--- src/rtl/chpoll_pkg.sv ---
// Package: shared types for the channel polling multiplexer.
// Assumes: none; only type definitions live here.
package chpoll_pkg;

    // Scheduler phase: waiting for a tick, or serving captured requests.
    typedef enum logic {
        PH_WAIT  = 1'b0,
        PH_SERVE = 1'b1
    } poll_phase_t;

endpackage

--- src/rtl/chpoll_pick.sv ---
// Module: fixed-priority picker, highest index wins.
// Assumes: req is a pending mask; output is one-hot or zero.
module chpoll_pick #(
    parameter int N = 4
) (
    input  logic [N-1:0] req,
    output logic [N-1:0] sel
);

    // Each bit is selected only when no higher-index bit is pending.
    for (genvar i = 0; i < N; i++) begin : g_pick
        if (i == N - 1) begin : g_top
            assign sel[i] = req[i];
        end else begin : g_low
            assign sel[i] = req[i] & ~(|req[N-1:i+1]);
        end
    end

    // Keeps the priority output one-hot for the grant path.
    always_comb begin
        p_pick_onehot_r5: assert ($onehot0(sel) || $isunknown(req));
    end

endmodule

--- src/rtl/chpoll_wait_timer.sv ---
// Module: counts the clocks a grant has been held and signals expiry.
// Assumes: 'run' is high while a grant is out; 'adv' is high on the clock
//          where service moves on, so the next grant starts from zero.
module chpoll_wait_timer #(
    parameter int TIMEOUT = 4096
) (
    input  logic clk,
    input  logic rst_n,
    input  logic run,
    input  logic adv,
    output logic expire
);

    localparam int CW = $clog2(TIMEOUT + 1);

    logic [CW-1:0] cnt;

    // Counts held clocks, restarting at every grant hand-over.
    always_ff @(posedge clk) begin
        if (!rst_n || !run || adv) begin
            cnt <= '0;
        end else begin
            cnt <= cnt + 1'b1;
        end
    end

    assign expire = run && (cnt == CW'(TIMEOUT - 1));

    // The count never passes the timeout limit.
    p_wait_bound_r7: assert property (@(posedge clk) disable iff (!rst_n)
        cnt < CW'(TIMEOUT));

endmodule

--- src/rtl/chpoll_deadline.sv ---
// Module: measures polling-cycle length in microseconds and raises a
//         sticky flag when the length passes the deadline.
// Assumes: 'start' pulses on the capture edge of a cycle with requests;
//          'active' is high for every clock of the service phase.
module chpoll_deadline #(
    parameter int CLK_PER_US  = 125,
    parameter int DEADLINE_US = 250
) (
    input  logic clk,
    input  logic rst_n,
    input  logic start,
    input  logic active,
    output logic overrun
);

    localparam int PW = (CLK_PER_US > 1) ? $clog2(CLK_PER_US) : 1;
    localparam int UW = $clog2(DEADLINE_US + 2);
    localparam logic [UW-1:0] US_CAP = UW'(DEADLINE_US + 1);

    logic [PW-1:0] pre;
    logic [UW-1:0] us_cnt;

    // Divides the clock down to microsecond steps and counts them.
    always_ff @(posedge clk) begin
        if (!rst_n || start) begin
            pre    <= '0;
            us_cnt <= '0;
        end else if (active) begin
            if (pre == PW'(CLK_PER_US - 1)) begin
                pre <= '0;
                if (us_cnt != US_CAP) begin
                    us_cnt <= us_cnt + 1'b1;
                end
            end else begin
                pre <= pre + 1'b1;
            end
        end
    end

    // Latches the overrun condition until reset.
    always_ff @(posedge clk) begin
        if (!rst_n) begin
            overrun <= 1'b0;
        end else if (active && us_cnt > UW'(DEADLINE_US)) begin
            overrun <= 1'b1;
        end
    end

    // Once set, the flag is never cleared.
    p_overrun_sticky_r9: assert property (@(posedge clk) disable iff (!rst_n)
        overrun |=> overrun);

    // The flag only rises during a service phase.
    p_overrun_in_service_r9: assert property (@(posedge clk) disable iff (!rst_n)
        $rose(overrun) |-> $past(active));

endmodule

--- src/rtl/chan_poll_mux.sv ---
// Module: polling scheduler for NCH channel controllers. On a tick, while
//         idle, it captures the status word. It then grants one word slot
//         to each captured channel from the highest index down, and
//         returns to idle.
// Assumes: done_i is a pulse from the granted channel; other bits of done_i
//          are ignored. poll_tick may arrive at any time.
module chan_poll_mux
    import chpoll_pkg::*;
#(
    parameter int NCH           = 4,
    parameter int CLK_PER_US    = 125,
    parameter int DEADLINE_US   = 250,
    parameter int GRANT_TIMEOUT = 4096
) (
    input  logic           clk,
    input  logic           rst_n,
    input  logic           poll_tick,
    input  logic [NCH-1:0] status_i,
    input  logic [NCH-1:0] done_i,
    output logic [NCH-1:0] grant_o,
    output logic           cycle_start_o,
    output logic           overrun_o
);

    poll_phase_t    phase;
    logic [NCH-1:0] pend;
    logic [NCH-1:0] pick;
    logic [NCH-1:0] pend_left;
    logic           capture;
    logic           hit;
    logic           expire;
    logic           adv;

    chpoll_pick #(.N(NCH)) u_pick (
        .req (pend),
        .sel (pick)
    );

    // Grant comes straight from the priority pick during service.
    assign grant_o   = (phase == PH_SERVE) ? pick : '0;
    assign hit       = |(done_i & grant_o);
    assign adv       = (phase == PH_SERVE) && (hit || expire);
    assign pend_left = pend & ~grant_o;
    assign capture   = (phase == PH_WAIT) && poll_tick;

    chpoll_wait_timer #(.TIMEOUT(GRANT_TIMEOUT)) u_wait (
        .clk    (clk),
        .rst_n  (rst_n),
        .run    (phase == PH_SERVE),
        .adv    (adv),
        .expire (expire)
    );

    chpoll_deadline #(
        .CLK_PER_US  (CLK_PER_US),
        .DEADLINE_US (DEADLINE_US)
    ) u_deadline (
        .clk     (clk),
        .rst_n   (rst_n),
        .start   (capture && (status_i != '0)),
        .active  (phase == PH_SERVE),
        .overrun (overrun_o)
    );

    // Phase sequencing and the pending-request mask.
    always_ff @(posedge clk) begin
        if (!rst_n) begin
            phase <= PH_WAIT;
            pend  <= '0;
        end else if (capture) begin
            pend  <= status_i;
            phase <= (status_i != '0) ? PH_SERVE : PH_WAIT;
        end else if (adv) begin
            pend  <= pend_left;
            if (pend_left == '0) begin
                phase <= PH_WAIT;
            end
        end
    end

    // One-clock marker for each status capture.
    always_ff @(posedge clk) begin
        if (!rst_n) begin
            cycle_start_o <= 1'b0;
        end else begin
            cycle_start_o <= capture;
        end
    end

    // Never more than one grant at a time.
    p_one_grant_r5: assert property (@(posedge clk) disable iff (!rst_n)
        $onehot0(grant_o));

    // A grant with no done and no expiry is held into the next clock.
    p_grant_hold_r5: assert property (@(posedge clk) disable iff (!rst_n)
        (grant_o != '0 && !hit && !expire) |=> (grant_o == $past(grant_o)));

    // After a hand-over the grant goes only to a lower index, or to none.
    p_desc_order_r4: assert property (@(posedge clk) disable iff (!rst_n)
        (grant_o != '0 && (hit || expire)) |=>
            (grant_o == '0 || grant_o < $past(grant_o)));

    // A capture happens only when no grant was out.
    p_start_when_idle_r8: assert property (@(posedge clk) disable iff (!rst_n)
        cycle_start_o |-> ($past(grant_o) == '0));

endmodule

--- config.mk ---
export PLATFORM = sky130hd
export DESIGN_NAME = chan_poll_mux
export DESIGN_NICKNAME = d
export VERILOG_FILES = /design/src/rtl/chpoll_pkg.sv /design/src/rtl/chpoll_pick.sv /design/src/rtl/chpoll_wait_timer.sv /design/src/rtl/chpoll_deadline.sv /design/src/rtl/chan_poll_mux.sv
export SDC_FILE = /design/constraint.sdc
export NUM_CORES = 1
export LEC_CHECK = 0
export BUFFER_PORTS_ARGS = -buffer_cell sky130_fd_sc_hd__buf_2
export CAP_MARGIN = 15
export CELL_PAD_IN_SITES_DETAIL_PLACEMENT = 0
export CELL_PAD_IN_SITES_GLOBAL_PLACEMENT = 1
export CORE_UTILIZATION = 40
export DETAILED_ROUTE_END_ITERATION = 6
export GPL_TIMING_DRIVEN = 1
export HOLD_SLACK_MARGIN = 0.08
export PLACE_DENSITY = 0.81
export SLEW_MARGIN = 30
export SYNTH_ARGS = -nofsm -noshare
export SYNTH_HDL_FRONTEND = slang
export SYNTH_HIERARCHICAL = 1
export SYNTH_SLANG_ARGS = --single-unit
--- constraint.sdc ---
create_clock -name clk -period 2.6 [get_ports clk]
set_input_delay 0.26 -clock clk [delete_from_list [all_inputs] [get_ports clk]]
set_output_delay 0.26 -clock clk [all_outputs]
set_load 0.005 [all_outputs]
# Word level (Yosys, flattened, before mapping)
# Index checks and enable logic that the tools add are counted.
# totals
reg_bits	35
out_inout_bits	6
wordCells	52
inputBits	11
# op_classes
n_reduce_logical	20
n_mux	8
bitwise	10
n_lt_le_gt_ge	1
eq_ne	3
add_sub_neg	3
# op_table
op	count
adder 13 x 1 -> 13 bit (second input constant)	1
== test 13 x 12 -> 1 bit (second input constant)	1
2-to-1 mux 4 bit	3
adder 8 x 1 -> 8 bit (second input constant)	1
AND 4 bit	2
greater-than comparator 8 bit (second input constant)	1
inequality test 8 bit (second input constant)	1
adder 7 x 1 -> 7 bit (second input constant)	1
== test 7 bit (second input constant)	1
2-to-1 mux 7 bit	1
logical AND 1 bit	5
zero test 4 bit	1
logical OR 1 bit	4
2-to-1 mux 1 bit	4
inverter 1 bit	4
inverter 4 bit	1
nonzero test 2 bit	2
nonzero test 4 bit	1
OR reduction 4 bit	1
AND 1 bit	3
AND reduction 3 bit	1
OR reduction 3 bit	1
zero test 1 bit	2
AND reduction 2 bit	1
OR reduction 2 bit	1

# Depth between registers and ports, before layout
# Gate-level depths: netlist of the first run.
# logic_depth
depth_word	10
ltp_mapped	11
ltp_nobuf	10

# Modules after synthesis
# Netlist of the first run, hierarchy kept.
# modules_own_cells
module	seq_area_each_um2	area_per_inst_um2	instances	cells_per_inst
chpoll_deadline	320.3	840.8	1	93
chpoll_wait_timer	260.2	596.8	1	65
chan_poll_mux	120.1	414.1	1	51
chpoll_pick	0.0	36.3	1	4

# Worst setup path after synthesis of the first run
# Ideal clock, no wire load.
# synth_path
kind	register to register
start	register u_wait.cnt[0]
end	register u_wait.cnt[1]
path_slack_ps	534
required_time_ps	2485
setup_ps	115
period_less_slack_ps	2066
arrival_ps	1951
path_buffers	1
path_stages_with_launch	11
path_cell_list	dfxtp_1 > ha_1 > inv_1 > nor4_1 > and3b_1 > inv_1 > o2111ai_1 > and2_1 > and3b_1 > clkbuf_1 > and2_1
# synth_via
elab_chain_cells	5
elab_cells_between_ends	6
cone_classes	add/sub: 1; eq/ne: 1; reduce/logical: 4
# synth_lines
element	line_no	text
start: declaration	chpoll_wait_timer.sv:16	logic [CW-1:0] cnt;
start signal: assignment	chpoll_wait_timer.sv:23	cnt <= cnt + 1'b1;
== test 13 x 12 -> 1 bit	chpoll_wait_timer.sv:27	assign expire = run && (cnt == CW'(TIMEOUT - 1));
logical AND 1 bit	chpoll_wait_timer.sv:27	
named net expire	chan_poll_mux.sv:31	logic expire;
logical OR 1 bit	chan_poll_mux.sv:42	assign adv = (phase == PH_SERVE) && (hit || expire);
logical AND 1 bit	chan_poll_mux.sv:42	
named net adv	chan_poll_mux.sv:32	logic adv;
logical OR 1 bit	chpoll_wait_timer.sv:20	if (!rst_n || !run || adv) begin
# The timed path passes the listed nets, and every way through them passes these cells.
# A chain may end at the register's enable or synchronous reset.

# Worst setup path after layout of the first run
# layout_path
start	register u_wait.cnt[0]
end	register u_wait.cnt[4]
# Same word-level chain as after synthesis.

==> insert_results.sql, run 1 <==
INSERT INTO impl_metrics (metric_group, metric, value, unit) VALUES
('logic_synthesis', 'ys_ff_latch', '35', ''),
('critical_path', 'worst_ep_arrival_time', '2.46', 'ns'),
('critical_path', 'setup.worst_path.class', 'flop to flop', ''),
('final_layout', 'nets', '248', ''),
('critical_path', 'critical-path-slowest-cell', 'nor4_1', ''),
('logic_synthesis', 'synthTopCellsByCount', '35 x dfxtp_1, 20 x nand2_1, 12 x inv_1', ''),
('timing', 'final.setup_skew', '0.00272', 'ns'),
('timing', 'rsz0062_at_grt', 'no', ''),
('routing', 'detail-route-antenna-nets', '0', ''),
('critical_path', 'cpPeakStageDelay', '0.47', 'ns'),
('routing', 'drt_pre_antenna_iters', '4', ''),
('critical_path', 'critPathLaunchType', 'flop', ''),
('clock_network', 'cts-hold-fix-buffers', '0', ''),
('clock_network', 'post-cts-setup-buffers', '0', ''),
('final_layout', 'flow.area_growth_from_synthesis', '10.8', '%'),
('logic_synthesis', 'asyncSetResetFlopFracSynth', '0', '%'),
('logic_synthesis', 'yosysWarnings', '6', ''),
('floorplanning', 'floorplan.core_area', '4440', 'µm²'),
('hold_path', 'hp-class', 'input port to flop', ''),
('global_route', 'gr_layer_usage_met3', '3.85', '%'),
('global_route', 'groute.usage.overall', '16.2', '%'),
('timing', 'timing.final.crit_period', '2.29', 'ns'),
('final_layout', 'layoutNonFillerInstCount', '284', ''),
('critical_path', 'crit_fanout', '9', ''),
('critical_path', 'crit_top_cell', 'inv_1', ''),
('status', 'run_status', 'completed', ''),
('global_route', 'grt_start_max_net_pins', '17', ''),
('power_and_ir_drop', 'clockPowerShare', '37.8', '%'),
('logic_synthesis', 'synth.avg_cell_area', '8.86', 'µm²'),
('logic_synthesis', 'synth-edff-count', '0', ''),
('timing', 'timing.max_slew.rel_slack', '65.8', '%'),
('placed_design', 'portBuffers', '16', ''),
('clock_network', 'cts_inserted_buffers', '5', ''),
('routing', 'drt_iter0_markers', '82', ''),
('placed_design', 'place_hpwl', '2.63', 'mm'),
('global_route', 'met1_track_demand_over_resource_in_global_routing', '22.1', '%'),
('global_route', 'grt_first_pass_wirelength', '6.46', 'mm'),
('logic_synthesis', 'cell_accounting_for_the_most_synthesized_area', 'dfxtp_1', ''),
('logic_synthesis', 'dominantRegCellSynth', 'dfxtp_1', ''),
('logic_synthesis', 'netlist_top_cells_area', 'dfxtp_1 37%, mux2i_1 4.8%, nand2_1 4.0%', ''),
('routing', 'number_of_drc_violations_after_detailed_routing', '0', ''),
('power_and_ir_drop', 'p_seq_share', '52.7', '%'),
('power_and_ir_drop', 'cell_internal_pwr', '797', 'µW'),
('logic_synthesis', 'syn_area', '1890', 'µm²'),
('global_route', 'grt_antenna_before_repair', '0', ''),
('logic_synthesis', 'netlist_instances', '213', ''),
('logic_synthesis', 'top_count_cell_post_synth', 'dfxtp_1', ''),
('timing', 'finalMaxSlewViolations', '0', ''),
('logic_synthesis', 'synth_top_area_share', '37.1', '%'),
('power_and_ir_drop', 'netSwitchingPower', '267', 'µW'),
('clock_network', 'cts-root-buf', 'clkbuf_8', ''),
('clock_network', 'cts_max_path_buffers', '2', ''),
('timing', 'final-hold-violation-count', '0', ''),
('logic_synthesis', 'synthDistinctLibCells', '51', ''),
('clock_network', 'cts_tree', 'built', ''),
('placed_design', 'placed_cells', '277', ''),
('floorplanning', 'num_io_pins', '17', ''),
('power_and_ir_drop', 'share_comb_of_total_power', '9.5', '%'),
('global_route', 'grt.overflow.total', '0', ''),
('placed_design', 'finalWeightedCongestion', '0.723', ''),
('floorplanning', 'die_x', '70.7', 'µm'),
('critical_path', 'req_time_crit_path', '2.77', 'ns'),
('floorplanning', 'dieHeight', '70.7', 'µm'),
('job', 'cap_viol_max_count', '0', ''),
('floorplanning', 'initial_core_util', '42.5', '%'),
('timing', 'final.hold.worst_slack', '0.251', 'ns'),
('global_route', 'first_global_vias', '1439', ''),
('timing', 'final.setup.tns', '0', 'ns'),
('power_and_ir_drop', 'highest_ir_drop_seen_on_vdd', '349', 'µV'),
('timing', 'post-route-period-util', '88.1', '%'),
('clock_network', 'cts.sink_count', '35', '');
-- metrics by stage --
step / utilization [%] / area [µm²] / setup slack, ns
after global placement: 45.1 / 2000 / 0.436
after floorplan: - / 1890 / 0.534
final: 47.1 / 2090 / 0.309
after detailed placement: 45.1 / 2000 / 0.306
after CTS: 47.1 / 2090 / 0.287
after global routing: 47.1 / 2090 / 0.0376
-- power by group through the flow --
stage	combinational (µW)	sequential, µW	clock [µW]
global placement	99.1	573	0
floorplan	80.4	568	0
CTS	101	561	414
global route	114	563	442
detailed placement	101	573	0
finish	101	561	402
-- worst paths after layout --
kind / startpoint / to / cells after the start
max: u_wait/cnt[0] / u_wait/cnt[4] / 9
max reg2reg: u_wait/cnt[0] / u_wait/cnt[4] / 9
min reg2reg: u_deadline/us_cnt[6] / u_deadline/us_cnt[6] / 2
min: rst_n / u_deadline/overrun / 2
-- final cells by class --
| type | instances | area [µm²] |
|---|---|---|
| clock buffers | 6 | 82.6 |
| fillers | 451 | 2350 |
| flip-flops and latches | 35 | 701 |
| inverters | 12 | 45.0 |
| multi-input cells | 159 | 1090 |
| clock inverters | 1 | 5.00 |
| well taps | 52 | 65.1 |
| repair buffers | 19 | 103 |
-- state kept, by name, indices dropped and copies added (netlist names) --
signal              flops
cycle_start_o           1
pend                    4
phase                   1
u_deadline/overrun      1
u_deadline/pre          7
u_deadline/us_cnt       8
u_wait/cnt             13
-- placed cells by master (no fill, tap or decap), types with 2 or more instances in the layout --
master and instances:
inv_1 12, nor2_1 10, buf_2 16, o31ai_1 4
and2_1 3, xor2_1 5, nand2_1 20, clkbuf_8 6
nor4b_2 2, or3_1 3, o21a_1 2, a21boi_0 2
buf_4 3, nand4_1 10, nand3_1 11, o21ai_0 3
dfxtp_1 35, a311oi_1 6, xnor2_1 2, a22oi_1 2
or4_1 4, a31oi_1 2, ha_1 5, nor4_1 3
or2_1 3, a21oi_1 11, and2_2 2, mux2i_1 9
nand2b_1 10, nor2b_1 4, and3b_1 2
-- critical path: cells and delay by family, from the launching register on --
family / cells / cell delay (ns)
AND/OR/NAND/NOR: 5 / 1.27
flip-flops: 1 / 0.37
adder cells (fa/ha/maj): 1 / 0.26
buffers and inverters: 2 / 0.16
AO/OA/AOI/OAI: 1 / 0.09
-- routing by layer --
metal	share of wire [%]	routed length, µm	up-vias
met4	1.7	64	0
met1	54	1990	706
met2	42	1560	14
met5	0	0	-
met3	2.6	97	7
li1	-	-	820
-- kinds of logic after synthesis --
group	synth area share, %
fa+ha+maj	3.31
mux	4.77
flops	37.1
compound gates	15.2
buf+inv	5.10
xor+xnor	3.25
simple gates	31.3
No activity file was read; power rests on OpenSTA's default activity.
==> inputs of run 2 (changes only) <==
Settings changed: CORE_ASPECT_RATIO set to 0.5, HOLD_SLACK_MARGIN 0.08 to unset, MAX_ROUTING_LAYER set to met4.
==> run 2 against run 1 <==
Against the previous run: maximum frequency grew 0.57%; clock skew is 0.0034 ns higher; non-clock buffer count shrank 1; total power up 10%; setup slack gained 0.013 ns; hold slack improved by 0.0045 ns; die area is 0.33% higher; core utilization rose by 0.41 points; final area up 1.4%; critical endpoint is now u_wait/cnt[6].
==> insert_results.sql, run 2 (synthesis results as in run 1) <==
INSERT INTO impl_metrics (metric_group, metric, value, unit) VALUES
('floorplanning', 'floorplan.core_area', '4470', 'µm²'),
('critical_path', 'reg2reg_slack', '0.32', 'ns'),
('final_layout', 'postLayoutCoreUtil', '47.5', '%'),
('floorplanning', 'initial_core_util', '42.3', '%'),
('critical_path', 'critPathLaunchType', 'flop', ''),
('clock_network', 'clk_pin_slew_worst_paths', '0.07', 'ns'),
('floorplanning', 'num_io_pins', '17', ''),
('global_route', 'grt.overflow.total', '0', ''),
('floorplanning', 'die_x', '99.2', 'µm'),
('timing', 'final.hold.worst_slack', '0.255', 'ns'),
('hold_path', 'min_delay_startpoint', 'rst_n', ''),
('final_layout', 'flow.area_growth_from_synthesis', '12.3', '%'),
('global_route', 'grt_start_max_net_pins', '16', ''),
('critical_path', 'critPathCaptureType', 'flop', ''),
('final_layout', 'layout_top_registers', 'u_wait/cnt (13), u_deadline/us_cnt (8), u_deadline/pre (7)', ''),
('final_layout', 'largest_register', 'u_wait/cnt', ''),
('routing', 'number_of_drc_violations_after_detailed_routing', '0', ''),
('clock_network', 'clock_latency_of_the_later_clocked_register_in_the_worst_skew_pair', '0.29', 'ns'),
('timing', 'report.final.setup_viol', '0', ''),
('hold_path', 'hp-class', 'input port to flop', ''),
('clock_network', 'cts_max_path_buffers', '2', ''),
('placed_design', 'placed_cells', '281', ''),
('power_and_ir_drop', 'highest_ir_drop_seen_on_vdd', '232', 'µV'),
('critical_path', 'worst_ep_arrival_time', '2.44', 'ns'),
('critical_path', 'critical_path.reg2reg.startpoint', 'u_wait/cnt[0]', ''),
('routing', 'drt_iter0_markers', '47', ''),
('timing', 'timing.final.crit_period', '2.28', 'ns'),
('floorplanning', 'dieHeight', '50.6', 'µm'),
('timing', 'max_freq', '439', 'MHz'),
('critical_path', 'cpPeakStageDelay', '0.43', 'ns'),
('global_route', 'first_global_vias', '1499', ''),
('placed_design', 'finalWeightedCongestion', '0.823', ''),
('final_layout', 'fraction_of_final_layout_cells_sized_beyond_drive_strength_1', '15.9', '%'),
('hold_path', 'holdPathStages', '2', ''),
('final_layout', 'layoutNonFillerInstCount', '289', ''),
('final_layout', 'number_of_diodes_added_for_antenna_fixing', '0', ''),
('timing', 'timing.max_slew.rel_slack', '65.2', '%'),
('floorplanning', 'std_cell_rows', '17', ''),
('power_and_ir_drop', 'power.static_leakage', '0.000755', 'µW'),
('clock_network', 'post-cts-setup-buffers', '0', ''),
('timing', 'setup_ws', '0.322', 'ns'),
('clock_network', 'cts-root-buf', 'clkbuf_8', ''),
('routing', 'detail-route-antenna-nets', '0', ''),
('timing', 'finalMaxSlewViolations', '0', ''),
('critical_path', 'reg2regPathDepth', '9', ''),
('routing', 'top_signal_layer_used', 'met4', ''),
('routing', 'routed-wl-met3', '87', 'µm'),
('final_layout', 'largest_register_ff_count', '13', ''),
('final_layout', 'layout_common_cells', '35 x dfxtp_1, 20 x nand2_1, 16 x buf_2', ''),
('placed_design', 'place_ws', '0.349', 'ns'),
('routing', 'drt-vias-per-instance', '5.47', ''),
('final_layout', 'nets', '247', ''),
('critical_path', 'crit_top_cell', 'inv_1', ''),
('status', 'run_status', 'completed', ''),
('routing', 'via_count', '1582', ''),
('clock_network', 'h-tree-depth', '2', ''),
('timing', 'final.setup_skew', '0.00607', 'ns'),
('routing', 'drt-wirelength-per-cell', '13.1', 'µm'),
('critical_path', 'cp_cell_sequence', 'ha_1 -> inv_1 -> nor4_1 -> and3b_1 -> inv_1 -> o2111ai_1 -> and2_1 -> nand3b_1 -> a21oi_1', ''),
('critical_path', 'rr_endpoint', 'u_wait/cnt[6]', ''),
('hold_path', 'worst_hold_path.endpoint', 'u_deadline/overrun', ''),
('timing', 'post-route-period-util', '87.6', '%'),
('timing', 'final-hold-violation-count', '0', ''),
('global_route', 'groute.usage.overall', '17.4', '%'),
('routing', 'drt_wirelength', '3.79', 'mm'),
('critical_path', 'req_time_crit_path', '2.76', 'ns'),
('timing', 'rsz0062_at_grt', 'no', ''),
('critical_path', 'setup.worst_path.class', 'flop to flop', ''),
('job', 'cap_viol_max_count', '0', ''),
('critical_path', 'crit_fanout', '9', ''),
('clock_network', 'cts_inserted_buffers', '5', ''),
('clock_network', 'cts.sink_count', '35', ''),
('global_route', 'grt_antenna_before_repair', '0', ''),
('critical_path', 'critical-path-slowest-cell', 'nor4_1', ''),
('global_route', 'grt_first_pass_wirelength', '6.54', 'mm'),
('clock_network', 'cts.repair.resized', '0', ''),
('floorplanning', 'fp.dieArea', '5020', 'µm²'),
('final_layout', 'final_common_cell', 'dfxtp_1', ''),
('power_and_ir_drop', 'p_per_area', '554', 'nW/µm²'),
('routing', 'drt_pre_antenna_iters', '4', ''),
('routing', 'wl_met1', '1.89', 'mm'),
('clock_network', 'cts_tree', 'built', ''),
('routing', 'wl_met2', '1.75', 'mm'),
('timing', 'worst-slew-pin-transition', '0.518', 'ns'),
('placed_design', 'place_hpwl', '2.77', 'mm'),
('timing', 'final.setup.tns', '0', 'ns'),
('clock_network', 'cts-hold-fix-buffers', '0', ''),
('placed_design', 'portBuffers', '16', '');
-- run 2: cell count changes in the layout (fill, tap and decap cells not counted) --
cell       previous run  this run
buf_4                 3         2
bufinv_16             0         1
-- run 2: metal layers --
layer / GRT usage (%) / vias to the layer above
met1: 20.3 / 741
li1: - / 820
met2: 28.6 / 12
met3: 4.46 / 9
met5: - / -
met4: 7.84 / 0
-- run 2: how the worst max path moves through the flow --
| stage | startpoint | to | cells after the start |
|---|---|---|---|
| 3_3_place_gp | u_wait/cnt[0] | u_wait/cnt[1] | 9 |
| 2_1_floorplan | u_wait/cnt[0] | u_wait/cnt[1] | 10 |
| 3_5_place_dp | u_wait/cnt[0] | u_wait/cnt[6] | 9 |
| 6_report | u_wait/cnt[0] | u_wait/cnt[6] | 9 |
| 4_1_cts | u_wait/cnt[0] | u_wait/cnt[6] | 9 |
| 5_1_grt | u_wait/cnt[0] | u_wait/cnt[6] | 9 |
-- run 2: through the flow --
| stage | total power, µW | cell area (µm²) |
|---|---|---|
| after floorplan | 648 | 1890 |
| after global placement | 672 | 2000 |
| after detailed placement | 674 | 2000 |
| after CTS | 1190 | 2120 |
| after global routing | 1230 | 2120 |
| final | 1180 | 2120 |
-- run 2: critical path: cells and delay by family (launching register included) --
kind / cells / cell delay (ns)
AOI/OAI and AO/OA: 2 / 0.17
buffers and inverters: 2 / 0.16
and+or+nand+nor: 4 / 1.16
DFF: 1 / 0.38
adders and majority gates: 1 / 0.27
-- run 2: where the power goes --
group	internal (µW)	switching (µW)	leakage (µW)	total, µW
clock	310	202	0.0000612	512
combinational	43.4	58.8	0.000411	102
sequential	546	15.2	0.000283	561
total	899	276	0.000755	1180
-- run 2: layout make-up --
class                      instances  area (µm²)
tap                               57        71.3
timing repair buffer              18        95.1
sequential                        35         701
inverter                          12        45.0
fill                             448        2350
clock inverter                     2        35.0
multi-input combinational        159        1090
clock buffer                       6        82.6
==> inputs of run 3 (changes only) <==
Settings changed: TNS_END_PERCENT set to 5.
Clock period 2.6 ns to 2.28 ns, I/O delays scaled along.
==> run 3 against run 2 <==
Against the previous run: global-route usage is 0.84 points lower; sequential share of layout area is 0.29 points lower; largest cell class unchanged; critical path depth stayed put; register-to-register slack worse by 0.06 ns; largest power group unchanged; total power is 5.8% higher; via count is 1.6% lower; clock-buffer cell count is 2 higher; cell count is 1.4% higher; setup slack worse by 0.063 ns; maximum frequency is 13% higher; non-clock buffer count is 4 higher.
==> insert_results.sql, run 3 (synthesis results as in run 1) <==
INSERT INTO impl_metrics (metric_group, metric, value, unit) VALUES
('timing', 'final.setup_skew', '0.00543', 'ns'),
('timing', 'finalMaxSlewViolations', '0', ''),
('global_route', 'grt_first_pass_wirelength', '6.32', 'mm'),
('final_layout', 'flow.area_growth_from_synthesis', '13.3', '%'),
('final_layout', 'num-fill-cells', '425', ''),
('timing', 'final.hold.worst_slack', '0.228', 'ns'),
('floorplanning', 'std_cell_rows', '17', ''),
('floorplanning', 'floorplan.core_area', '4470', 'µm²'),
('global_route', 'grt.overflow.total', '0', ''),
('critical_path', 'crit_fanout', '9', ''),
('critical_path', 'critPathCaptureType', 'flop', ''),
('timing', 'post-route-period-util', '88.6', '%'),
('routing', 'via_count', '1556', ''),
('floorplanning', 'num_io_pins', '17', ''),
('placed_design', 'finalWeightedCongestion', '0.806', ''),
('power_and_ir_drop', 'highest_ir_drop_seen_on_vdd', '239', 'µV'),
('critical_path', 'req_time_crit_path', '2.43', 'ns'),
('floorplanning', 'dieHeight', '50.6', 'µm'),
('timing', 'timing.max_slew.rel_slack', '64.5', '%'),
('timing', 'final.setup.tns', '0', 'ns'),
('clock_network', 'cts.sink_count', '35', ''),
('hold_path', 'min_delay_startpoint', 'status_i[0]', ''),
('global_route', 'grt_start_max_net_pins', '15', ''),
('routing', 'detail-route-antenna-nets', '0', ''),
('timing', 'worst-slew-pin-transition', '0.532', 'ns'),
('floorplanning', 'die_x', '99.2', 'µm'),
('clock_network', 'cts-root-buf', 'clkbuf_8', ''),
('critical_path', 'timing.critical_path.from', 'u_wait/cnt[0]', ''),
('global_route', 'first_global_vias', '1448', ''),
('final_layout', 'largest_register_ff_count', '13', ''),
('critical_path', 'reg2regPathDepth', '9', ''),
('final_layout', 'largest_register', 'u_wait/cnt', ''),
('routing', 'drt-vias-per-instance', '5.31', ''),
('power_and_ir_drop', 'power.static_leakage', '0.000766', 'µW'),
('routing', 'drt_wirelength', '3.60', 'mm'),
('routing', 'drt_iter0_markers', '41', ''),
('timing', 'report.final.setup_viol', '0', ''),
('hold_path', 'hp-class', 'input port to flop', ''),
('timing', 'max_freq', '495', 'MHz'),
('final_layout', 'fraction_of_final_layout_cells_sized_beyond_drive_strength_1', '17.4', '%'),
('critical_path', 'setup.worst_path.class', 'flop to flop', ''),
('floorplanning', 'initial_core_util', '42.3', '%'),
('critical_path', 'critical_path.reg2reg.startpoint', 'u_wait/cnt[0]', ''),
('power_and_ir_drop', 'p_per_area', '581', 'nW/µm²'),
('placed_design', 'place_hpwl', '2.66', 'mm'),
('critical_path', 'worst_ep_arrival_time', '2.17', 'ns'),
('timing', 'final-hold-violation-count', '0', ''),
('routing', 'drt_pre_antenna_iters', '4', ''),
('timing', 'timing.final.crit_period', '2.02', 'ns'),
('critical_path', 'critPathLaunchType', 'flop', ''),
('clock_network', 'clk_pin_slew_worst_paths', '0.07', 'ns'),
('final_layout', 'final_common_cell', 'dfxtp_1', ''),
('final_layout', 'number_of_diodes_added_for_antenna_fixing', '0', ''),
('clock_network', 'h-tree-depth', '2', ''),
('final_layout', 'layout_common_cells', '35 x dfxtp_1, 20 x nand2_1, 16 x buf_2', ''),
('timing', 'rsz0062_at_grt', 'no', ''),
('final_layout', 'nets', '251', ''),
('floorplanning', 'fp.dieArea', '5020', 'µm²'),
('routing', 'number_of_drc_violations_after_detailed_routing', '0', ''),
('global_route', 'groute.usage.overall', '16.5', '%'),
('placed_design', 'portBuffers', '16', ''),
('hold_path', 'holdPathStages', '3', ''),
('global_route', 'grt_antenna_before_repair', '0', ''),
('routing', 'drt-wirelength-per-cell', '12.3', 'µm'),
('job', 'cap_viol_max_count', '0', ''),
('status', 'run_status', 'completed', ''),
('final_layout', 'layout_top_registers', 'u_wait/cnt (13), u_deadline/us_cnt (8), u_deadline/pre (7)', ''),
('clock_network', 'cts_max_path_buffers', '2', ''),
('clock_network', 'cts_inserted_buffers', '5', ''),
('clock_network', 'clock_latency_of_the_later_clocked_register_in_the_worst_skew_pair', '0.28', 'ns'),
('clock_network', 'cts_tree', 'built', ''),
('critical_path', 'reg2reg_slack', '0.26', 'ns');
-- run 3: cell types whose count changed in the layout (fill, tap and decap cells not counted), sizes merged --
cell | before | now
buf | 18 | 22
clkbuf | 6 | 8
bufinv | 1 | 0
clkinv | 1 | 0
-- run 3: final cells by class --
cell class / instances / area [µm²] / share of cell area [%]
Multi-Input combinational cell: 159 / 1100 / 51.3
Sequential cell: 35 / 701 / 32.7
Timing Repair Buffer: 22 / 125 / 5.85
Clock buffer: 8 / 100 / 4.68
Tap cell: 57 / 71.3 / 3.33
Inverter: 12 / 45.0 / 2.11
-- run 3: where the power goes --
part,internal (µW),total (µW),switching (µW)
Combinational,51.2,116,64.9
Clock,276,487,212
Sequential,623,640,17.4
Total,949,1240,294
-- run 3: layer usage --
layer	share of wire, %	up-vias	global-route usage, %
li1	-	822	-
met1	53	722	20.2
met5	0	-	-
met2	44	10	25.9
met4	0.94	0	7.11
met3	2.1	2	4.60
-- run 3: final timing paths --
| path | endpoint |
|---|---|
| max reg2reg | u_wait/cnt[10] |
| max | u_wait/cnt[10] |
| min reg2reg | u_deadline/overrun |
| min | pend[0] |
-- run 3: timing repair --
| action | CTS | global route |
|---|---|---|
| resized for setup | 0 | 1 |
| setup buffers | 0 | 0 |
| setup endpoints to repair | 0 | 7 |
| hold buffers | 0 | 0 |
-- run 3: critical path: stages, from the launching register on --
cell and delay (ns):
dfxtp_1 0.38, ha_1 0.18, inv_1 0.08, nor4_2 0.34
and3b_1 0.20, inv_1 0.05, o2111ai_1 0.08, and2_1 0.16
nand3b_1 0.32, a21oi_1 0.09
-- run 3: metrics by stage --
stage          power (µW)  util, %  instance area [µm²]  std cells  setup slack [ns]
2_1_floorplan         739        -                 1890        213             0.214
3_3_place_gp          769     45.5                 2030        285             0.222
3_5_place_dp          769     45.5                 2030        285             0.152
4_1_cts              1260     47.8                 2130        293             0.145
5_1_grt              1310     47.9                 2140        293            0.0660
6_report             1240     47.9                 2140        293             0.259
